**config.mk**
```make
export PLATFORM = sky130hd
export DESIGN_NAME = onfi_mode_seq
export DESIGN_NICKNAME = d
export VERILOG_FILES = /design/src/rtl/onfi_seq_pkg.sv /design/src/rtl/onfi_mode_pick.sv /design/src/rtl/onfi_rb_wait.sv /design/src/rtl/onfi_byte_gen.sv /design/src/rtl/onfi_mode_seq.sv
export SDC_FILE = /design/constraint.sdc
export NUM_CORES = 1
export LEC_CHECK = 0
export BUFFER_PORTS_ARGS = -buffer_cell sky130_fd_sc_hd__buf_2
export CAP_MARGIN = 25
export CORE_MARGIN = 5
export CORE_UTILIZATION = 50
export DETAILED_ROUTE_END_ITERATION = 7
export GPL_TIMING_DRIVEN = 0
export PLACE_DENSITY = 0.77
export SYNTH_ARGS = -nofsm -noshare
export SYNTH_HDL_FRONTEND = slang
export SYNTH_SLANG_ARGS = --single-unit
```
**constraint.sdc**
```tcl
create_clock -name clk -period 3 [get_ports clk]
set_input_delay 0.6 -clock clk [delete_from_list [all_inputs] [get_ports clk]]
set_output_delay 0.6 -clock clk [all_outputs]
set_load 0.05 [all_outputs]
```
**src/rtl/onfi_seq_pkg.sv**
```systemverilog
package onfi_seq_pkg;

  typedef enum logic [2:0] {
    ST_IDLE,
    ST_SET_TX,
    ST_SET_WAIT,
    ST_GET_TX,
    ST_GET_WAIT,
    ST_GET_RX,
    ST_FINISH
  } seq_st_t;

  typedef enum logic [1:0] {
    BK_CMD  = 2'd0,
    BK_ADDR = 2'd1,
    BK_DATA = 2'd2
  } byte_kind_t;

  localparam logic [7:0] OP_FEAT_WRITE = 8'hEF;
  localparam logic [7:0] OP_FEAT_READ  = 8'hEE;
  localparam logic [7:0] FEAT_TMODE    = 8'h01;

endpackage

```
**src/rtl/onfi_mode_pick.sv**
```systemverilog
module onfi_mode_pick #(
  parameter int MASK_W = 8
) (
  input  logic [MASK_W-1:0] mask,
  output logic              found,
  output logic [2:0]        mode
);
  // only the two fastest modes are candidates; mode 5 wins
  logic unused_mask;
  assign unused_mask = ^mask;

  always_comb begin
    found = 1'b1;
    mode  = 3'd0;
    if (mask[5])      mode = 3'd5;
    else if (mask[4]) mode = 3'd4;
    else              found = 1'b0;
  end
endmodule

```
**src/rtl/onfi_rb_wait.sv**
```systemverilog
module onfi_rb_wait #(
  parameter int GUARD_CYC = 2,
  parameter int TMO_CYC   = 1000
) (
  input  logic clk,
  input  logic rst_n,
  input  logic active,
  input  logic rb,
  output logic ready_ok,
  output logic timed_out
);
  localparam int CW = $clog2(TMO_CYC + 1) + 1;

  logic [CW-1:0] cnt;
  logic          guard_over;
  logic          limit_hit;

  assign guard_over = cnt >= CW'(GUARD_CYC);
  assign limit_hit  = cnt >= CW'(TMO_CYC);
  assign ready_ok   = active && guard_over && rb;
  assign timed_out  = active && limit_hit && !ready_ok;

  always_ff @(posedge clk) begin
    if (!rst_n || !active) cnt <= '0;
    else if (!limit_hit)   cnt <= cnt + 1'b1;
  end


  property tmo_only_busy;
    @(posedge clk) disable iff (!rst_n) timed_out |-> !rb;
  endproperty
  tmo_only_busy_chk: assert property (tmo_only_busy);
endmodule

```
**src/rtl/onfi_byte_gen.sv**
```systemverilog
module onfi_byte_gen
  import onfi_seq_pkg::*;
#(
  parameter int PARAM_BYTES = 4,
  parameter int IDXW = $clog2(PARAM_BYTES + 2)
) (
  input  logic            is_get,
  input  logic [IDXW-1:0] idx,
  input  logic [2:0]      mode,
  output byte_kind_t      kind,
  output logic [7:0]      data,
  output logic            last
);
  always_comb begin
    last = is_get ? (idx == IDXW'(1)) : (idx == IDXW'(PARAM_BYTES + 1));
    if (idx == '0) begin
      kind = BK_CMD;
      data = is_get ? OP_FEAT_READ : OP_FEAT_WRITE;
    end else if (idx == IDXW'(1)) begin
      kind = BK_ADDR;
      data = FEAT_TMODE;
    end else begin
      kind = BK_DATA;
      data = (idx == IDXW'(2)) ? {5'd0, mode} : 8'd0;
    end
  end
endmodule

```
**src/rtl/onfi_mode_seq.sv**
```systemverilog
module onfi_mode_seq
  import onfi_seq_pkg::*;
#(
  parameter int MASK_W      = 8,
  parameter int PARAM_BYTES = 4,
  parameter int GUARD_CYC   = 2,
  parameter int TMO_CYC     = 1000,
  parameter int FAST_MHZ    = 100,
  parameter int SLOW_MHZ    = 80
) (
  input  logic              clk,
  input  logic              rst_n,
  input  logic              start,
  input  logic [MASK_W-1:0] mode_mask,
  input  logic              rb,
  output logic              ce,
  output logic              tx_valid,
  input  logic              tx_ready,
  output logic [1:0]        tx_kind,
  output logic [7:0]        tx_byte,
  input  logic              rx_valid,
  output logic              rx_ready,
  input  logic [7:0]        rx_byte,
  output logic              done,
  output logic              fail,
  output logic              edo_en,
  output logic [2:0]        mode_out,
  output logic [7:0]        clk_req_mhz
);
  localparam int IDXW = $clog2(PARAM_BYTES + 2);

  seq_st_t         st;
  logic [IDXW-1:0] idx;
  logic [2:0]      mode_q;
  logic [7:0]      first_q;

  logic            pick_found;
  logic [2:0]      pick_mode;
  logic            wait_act, wait_ok, wait_tmo;
  byte_kind_t      gen_kind;
  logic [7:0]      gen_data;
  logic            gen_last;
  logic            echo_ok;
  logic            last_rx;

  onfi_mode_pick #(.MASK_W(MASK_W)) u_pick (
    .mask (mode_mask),
    .found(pick_found),
    .mode (pick_mode)
  );

  assign wait_act = (st == ST_SET_WAIT) || (st == ST_GET_WAIT);

  onfi_rb_wait #(.GUARD_CYC(GUARD_CYC), .TMO_CYC(TMO_CYC)) u_wait (
    .clk      (clk),
    .rst_n    (rst_n),
    .active   (wait_act),
    .rb       (rb),
    .ready_ok (wait_ok),
    .timed_out(wait_tmo)
  );

  onfi_byte_gen #(.PARAM_BYTES(PARAM_BYTES), .IDXW(IDXW)) u_gen (
    .is_get(st == ST_GET_TX),
    .idx   (idx),
    .mode  (mode_q),
    .kind  (gen_kind),
    .data  (gen_data),
    .last  (gen_last)
  );

  assign tx_valid = (st == ST_SET_TX) || (st == ST_GET_TX);
  assign tx_kind  = gen_kind;
  assign tx_byte  = gen_data;
  assign rx_ready = (st == ST_GET_RX);
  assign ce       = (st != ST_IDLE) && (st != ST_FINISH);
  assign done     = (st == ST_FINISH);
  assign last_rx  = (idx == IDXW'(PARAM_BYTES - 1));
  assign echo_ok  = (((idx == '0) ? rx_byte : first_q) == {5'd0, mode_q});

  always_ff @(posedge clk) begin
    if (!rst_n) begin
      st          <= ST_IDLE;
      idx         <= '0;
      mode_q      <= '0;
      first_q     <= '0;
      fail        <= 1'b0;
      edo_en      <= 1'b0;
      mode_out    <= '0;
      clk_req_mhz <= '0;
    end else begin
      case (st)
        ST_IDLE: begin
          idx <= '0;
          if (start) begin
            if (pick_found) begin
              mode_q <= pick_mode;
              st     <= ST_SET_TX;
            end else begin
              fail        <= 1'b0;
              edo_en      <= 1'b0;
              mode_out    <= '0;
              clk_req_mhz <= '0;
              st          <= ST_FINISH;
            end
          end
        end
        ST_SET_TX, ST_GET_TX: begin
          if (tx_ready) begin
            if (gen_last) begin
              idx <= '0;
              st  <= (st == ST_SET_TX) ? ST_SET_WAIT : ST_GET_WAIT;
            end else begin
              idx <= idx + 1'b1;
            end
          end
        end
        ST_SET_WAIT, ST_GET_WAIT: begin
          if (wait_ok) begin
            st <= (st == ST_SET_WAIT) ? ST_GET_TX : ST_GET_RX;
          end else if (wait_tmo) begin
            fail        <= 1'b1;
            edo_en      <= 1'b0;
            mode_out    <= '0;
            clk_req_mhz <= '0;
            st          <= ST_FINISH;
          end
        end
        ST_GET_RX: begin
          if (rx_valid) begin
            if (idx == '0) first_q <= rx_byte;
            if (last_rx) begin
              fail        <= !echo_ok;
              edo_en      <= echo_ok;
              mode_out    <= echo_ok ? mode_q : 3'd0;
              clk_req_mhz <= !echo_ok ? 8'd0 :
                             (mode_q == 3'd5) ? 8'(FAST_MHZ) : 8'(SLOW_MHZ);
              st          <= ST_FINISH;
            end else begin
              idx <= idx + 1'b1;
            end
          end
        end
        default: st <= ST_IDLE;
      endcase
    end
  end


  property done_single;
    @(posedge clk) disable iff (!rst_n) done |=> !done;
  endproperty
  done_single_chk: assert property (done_single);


  property ce_off_at_done;
    @(posedge clk) disable iff (!rst_n) done |-> !ce;
  endproperty
  ce_off_at_done_chk: assert property (ce_off_at_done);


  property tx_hold;
    @(posedge clk) disable iff (!rst_n)
      (tx_valid && !tx_ready) |=> (tx_valid && $stable(tx_byte) && $stable(tx_kind));
  endproperty
  tx_hold_chk: assert property (tx_hold);


  property edo_moves_at_done;
    @(posedge clk) disable iff (!rst_n) !$stable(edo_en) |-> done;
  endproperty
  edo_moves_at_done_chk: assert property (edo_moves_at_done);


  property edo_rate_match;
    @(posedge clk) disable iff (!rst_n)
      edo_en |-> ((mode_out == 3'd5 && clk_req_mhz == 8'(FAST_MHZ)) ||
                  (mode_out == 3'd4 && clk_req_mhz == 8'(SLOW_MHZ)));
  endproperty
  edo_rate_match_chk: assert property (edo_rate_match);


  property fail_clears_edo;
    @(posedge clk) disable iff (!rst_n) (done && fail) |-> !edo_en;
  endproperty
  fail_clears_edo_chk: assert property (fail_clears_edo);
endmodule

```
After elaboration in Yosys (flattened, before gate mapping). Cells that the tools add are included.

Add/subtract/negate cells: 2. Multipliers: 0. Divide/modulo/power cells: 0. Magnitude comparators: 2. Equality and inequality tests: 23. Shift operators: 0. Mux-type cells: 57. Bitwise gates (word level): 0. Reduce and logical (&&, ||, !) cells: 24.

Operators with widths (count): $mux W3 (24); $mux W8 (9); $pmux W8 S3 (1); $pmux W3 S3 (2); $eq A3 B3 Y1 const B (5); $mux W1 (14); $ne A2 B2 Y1 const B (7); $eq A3 B2 Y1 const B (4); $pmux W3 S4 (1); $add A11 B1 Y11 const B (1); $ge A11 B10 Y1 const B (1); $ge A11 B2 Y1 const B (1); $reduce_bool A3 Y1 (3); $eq A8 B3 Y1 (1); $mux W7 (1); $reduce_and A7 Y1 (1); $eq A3 B1 Y1 const B (2); $logic_not A3 Y1 (2); $mux W6 (1); $pmux W1 S3 (2); $reduce_and A6 Y1 (1); $logic_and A1 B1 Y1 (5); $logic_not A1 Y1 (4); $mux W2 (2); 9 further kinds (13).

Register bits: 41. Bits in latches: 0. RAM bits: 0. Bits in read-only memories: 0. Output and inout port bits: 27. Word-level logic and storage cells: 117. Memories: 0.

Longest topological paths before layout.
Depth after elaboration: 9. Mapped depth: 9. Depth with buffers taken out: 7.

Cells and area by module. Synthesis repeated with hierarchy kept, for this count alone.

Cells, all modules: 249. Area, all modules: 2132.0 µm².

By module, submodules not included: onfi_mode_seq (times used 1, cells an instance 151, area each 1340.0 µm², sequential area each 480.5 µm²); onfi_rb_wait (times used 1, cells an instance 74, area each 648.1 µm², sequential area each 220.2 µm²); onfi_byte_gen (times used 1, cells an instance 19, area each 111.4 µm², sequential area each 0.0 µm²); onfi_mode_pick (times used 1, cells an instance 5, area each 32.5 µm², sequential area each 0.0 µm²).

Worst setup path after synthesis. No wires, ideal clock.

Kind: reg2out. Start: register st[2]. End: output tx_byte[0]. Data arrival time: 2.231 ns. Slack: 0.169 ns. Stages on the path, launching flop included: 4. Path buffers: 1. Cell sequence: dfxtp_1 clkbuf_1 nor2b_1 a311oi_1.

Longest elaborated chain between the ends: 3.

RTL lines: from (decl) (line onfi_mode_seq.sv:32) `seq_st_t st;`; from (signal assigned) (line onfi_mode_seq.sv:112) `st <= (st == ST_SET_TX) ? ST_SET_WAIT : ST_GET_WAIT;`; from (signal assigned) (line onfi_mode_seq.sv:120) `st <= (st == ST_SET_WAIT) ? ST_GET_TX : ST_GET_RX;`; $eq A3 B2 Y1 (line onfi_mode_seq.sv:64) `.is_get(st == ST_GET_TX),`; $mux W1 (line onfi_byte_gen.sv:18) `data = is_get ? OP_FEAT_READ : OP_FEAT_WRITE;`; $mux W8 (line onfi_byte_gen.sv:16) `if (idx == '0) begin`; to (decl) (line onfi_mode_seq.sv:20) `output logic [7:0] tx_byte,`.

Every way passes these cells.

Final worst setup path.
Start: register idx[0]. End: register clk_req_mhz[5].

Longest elaborated chain between the ends: 7. Elaborated cells on any way between the ends: 10.

RTL lines: from (decl) (line onfi_mode_seq.sv:33) `logic [IDXW-1:0] idx;`; from (signal assigned) (line onfi_mode_seq.sv:114) `idx <= idx + 1'b1;`; from (signal assigned) (line onfi_mode_seq.sv:140) `idx <= idx + 1'b1;`; $logic_not A3 Y1 (line onfi_mode_seq.sv:79) `assign echo_ok = (((idx == '0) ? rx_byte : first_q) == {5'd0, mode_q});`; $mux W8; $eq A8 B3 Y1 (line onfi_mode_seq.sv:79); $mux W7 (line onfi_mode_seq.sv:136) `clk_req_mhz <= !echo_ok ? 8'd0 :`; $mux W8 (line onfi_mode_seq.sv:132) `if (last_rx) begin`; $mux W8 (line onfi_mode_seq.sv:130) `if (rx_valid) begin`; $pmux W8 S3 (line onfi_mode_seq.sv:92) `case (st)`; to (signal assigned) (line onfi_mode_seq.sv:136); to (decl) (line onfi_mode_seq.sv:28) `output logic [7:0] clk_req_mhz`.

Several ways; a longest one is shown, not always the timed one. The select of a mux whose other input is x is not followed. A chain may end at the register's enable or synchronous reset.

==> results.cfg <==
[synth]
synth-main-ff-cell = dfxtp_1
synth_top_area_share_pct = 35.8
synthArstFlopShare_pct = 0
yosysSeqAreaShare_pct = 35.8
syn_area_sq_um = 1840
synthCells = 220
synth_area_leaders = dfxtp_1 (36%), nor2_1 (6.5%), mux2i_1 (5.4%), buf_4 (4.9%), ha_1 (4.7%)
synth_area_per_cell_sq_um = 8.38
synth_cell_type_count = 46
yosys.area.top_type = dfxtp_1
ys_ff_latch = 33
yosys_warnings = 0
synth-edff-count = 0

[cells_and_area]
multi_input_area_sq_um = 1030
syn_to_final_growth_pct = 20.3
diodes = 0
ff_latch_area_sq_um = 661
fill_cells = 339
drive_gt1_share_pct = 22.8
final_cells = 316
utilization_pct = 61.5
num-nets-final = 296

[timing]
fin_ws_ns = 0.426
tns_ns = 0
period_share_pct = 85.8
setup_viol = 0
tightest_slew_ns = 0.615
hold_violations = 0
maxSlewHeadroom_pct = 59.0
fin_crit_ns = 2.57
max_freq_ghz = 0.388
fin_skew_ns = 0.00560
rsz0062_at_grt = false
drv_slew = 0

[flow_run]
maxCapViolCount = 0

[clock_tree]
cts-resized-gates = 0
cts_buffers = 5
cts.sinks = 33
cts_buffer_depth = 2
cts_tree = yes
post-cts-setup-buffer-count = 0
h-tree-depth = 2
cts_hold_buf = 0
clk_latency_ns = 0.29
clk_pin_slew_ns = 0.07
cts-root-buf = clkbuf_8

[pwr]
power_density_nw_per_um2 = 780
p_total_mw = 1.73
p_leak_nw = 0.963
peakVddDrop_mv = 0.475

[floorplan]
num_io_pins = 49
die_x_um = 70.7
dieHeight_um = 70.7
fp.dieArea_sq_um = 5000
start_util_pct = 51.1
core_area_sq_um = 3610
rows = 22

[routing]
wl_per_cell_um = 12.2
drt_iter0_markers = 59
totalWireLength_um = 3870
vias = 1684
vias_per_cell = 5.33
antenna_left = 0
remaining_drc_errors = 0
drtPass1Iterations = 5

[worst_setup_path]
worstPathRequired_ns = 3.23
cp_max_fo = 12
worst-setup-path-type = reg2reg
crit_path_end_kind = register
start_kind = register
cp_data_arrival_time_ns = 2.81
timing.rr.start = idx[0]
r2r_cells = 9
worst-r2r-setup-slack_ns = 0.43
r2r_end = clk_req_mhz[5]

[grt]
grtUsageTotal_pct = 15.8
grt_pass1_vias = 1502
overflow = 0
grt_pass1_wl_um = 6390
antenna_found_initial = 0
grt_max_degree = 13

[place]
pre_cts_slack_ns = 0.430
hpwl_um = 2950
port_buffers = 35
place_inst = 308
routabilityCongestion = 0.889

[worst_hold_path]
hold_class = reg2reg
min_to = clk_req_mhz[4]
hold_start = clk_req_mhz[4]
holdPathStages = 1

[outcome]
outcome = finished, final reports clean
## layer usage
metal	vias to the layer above	routed length (um)	part of all wire, %	global-route usage [%]
met5	-	0	0	0
met4	0	94	2.4	9.19
met3	11	301	7.8	4.55
met2	62	1670	43	23.7
met1	757	1800	47	20.1
li1	854	-	-	-
## sequential cells by signal (all words and copies together), names as in the netlist
signal       cells
clk_req_mhz      2
edo_en           1
fail             1
first_q          8
idx              3
mode_out         2
mode_q           2
st               3
u_wait.cnt      11
## Yosys cell counts (all sizes together) (3+ instances only)
| library cell | count |
|---|---|
| clkbuf | 7 |
| nand3 | 8 |
| xor2 | 6 |
| and3 | 6 |
| dfxtp | 33 |
| buf | 14 |
| xnor2 | 4 |
| inv | 12 |
| a22o | 4 |
| o211ai | 4 |
| a21oi | 8 |
| nor2b | 4 |
| and4 | 3 |
| ha | 7 |
| mux2i | 10 |
| a211oi | 4 |
| nor4 | 4 |
| o21ai | 4 |
| o21bai | 3 |
| nor2 | 32 |
| nand2 | 13 |
## stage by stage
stage	instance area, sq um	hold slack [ns]
floorplan	1860	0.451
global placement	2100	0.464
detailed placement	2100	0.465
CTS	2220	0.481
global route	2220	0.497
finish	2220	0.476
## report_power, final
| part | internal (mW) | switching [mW] | leakage (nW) |
|---|---|---|---|
| clock | 0.270 | 0.167 | 0.0574 |
| sequential | 0.476 | 0.0464 | 0.267 |
| combinational | 0.251 | 0.520 | 0.639 |
## final cells by class
type / count / area share, %
flip-flops and latches: 33 / 29.8
clock inverters: 2 / 1.69
well taps: 48 / 2.71
plain buffers: 21 / 5.70
clock buffers: 6 / 3.72
repair buffers: 35 / 7.90
multi-input cells: 159 / 46.5
inverters: 12 / 2.03
## critical path, stage by stage, from the launching register on
cell and delay, ns:
dfxtp_1 0.40, inv_1 0.08, ha_1 0.19, buf_2 0.16
nor2b_1 0.13, buf_2 0.18, or4_1 0.49, a222oi_1 0.41
and4_4 0.32, a32o_1 0.16
## worst max-delay path by stage
| stage | from | end | depth (start not counted) |
|---|---|---|---|
| floorplan | st[2] | tx_byte[0] | 3 |
| global placement | idx[0] | clk_req_mhz[5] | 9 |
| detailed placement | idx[0] | clk_req_mhz[5] | 9 |
| CTS | idx[0] | clk_req_mhz[5] | 9 |
| global route | idx[0] | clk_req_mhz[5] | 9 |
| finish | idx[0] | clk_req_mhz[5] | 9 |
## layout by cell type, fill, tap and decap left out, types with 6 or more instances in the layout
master | synthesis | final
ha_1 | 7 | 7
xor2_1 | 6 | 6
nand2_1 | 13 | 13
buf_4 | 12 | 12
dfxtp_1 | 33 | 33
a21oi_1 | 8 | 8
conb_1 | 1 | 6
inv_1 | 12 | 12
nand3_1 | 8 | 8
clkbuf_8 | 0 | 6
clkbuf_1 | 7 | 7
and3_1 | 6 | 6
nor2_1 | 32 | 32
mux2i_1 | 10 | 10
buf_2 | 2 | 37
## kinds of logic (layout without fill, tap and decap cells)
group	count (synthesis)	after routing	share of synthesized area (%)
AND/OR/NAND/NOR	85	85	23.7
AO/OA/AOI/OAI	41	41	16.1
flip-flops	33	33	35.8
buffers and inverters	33	76	9.29
XOR/XNOR	10	10	4.75
multiplexers	10	10	5.43
adder cells (fa/ha/maj)	7	7	4.75
other	1	6	0.203
(Power assumes the default switching activity.)
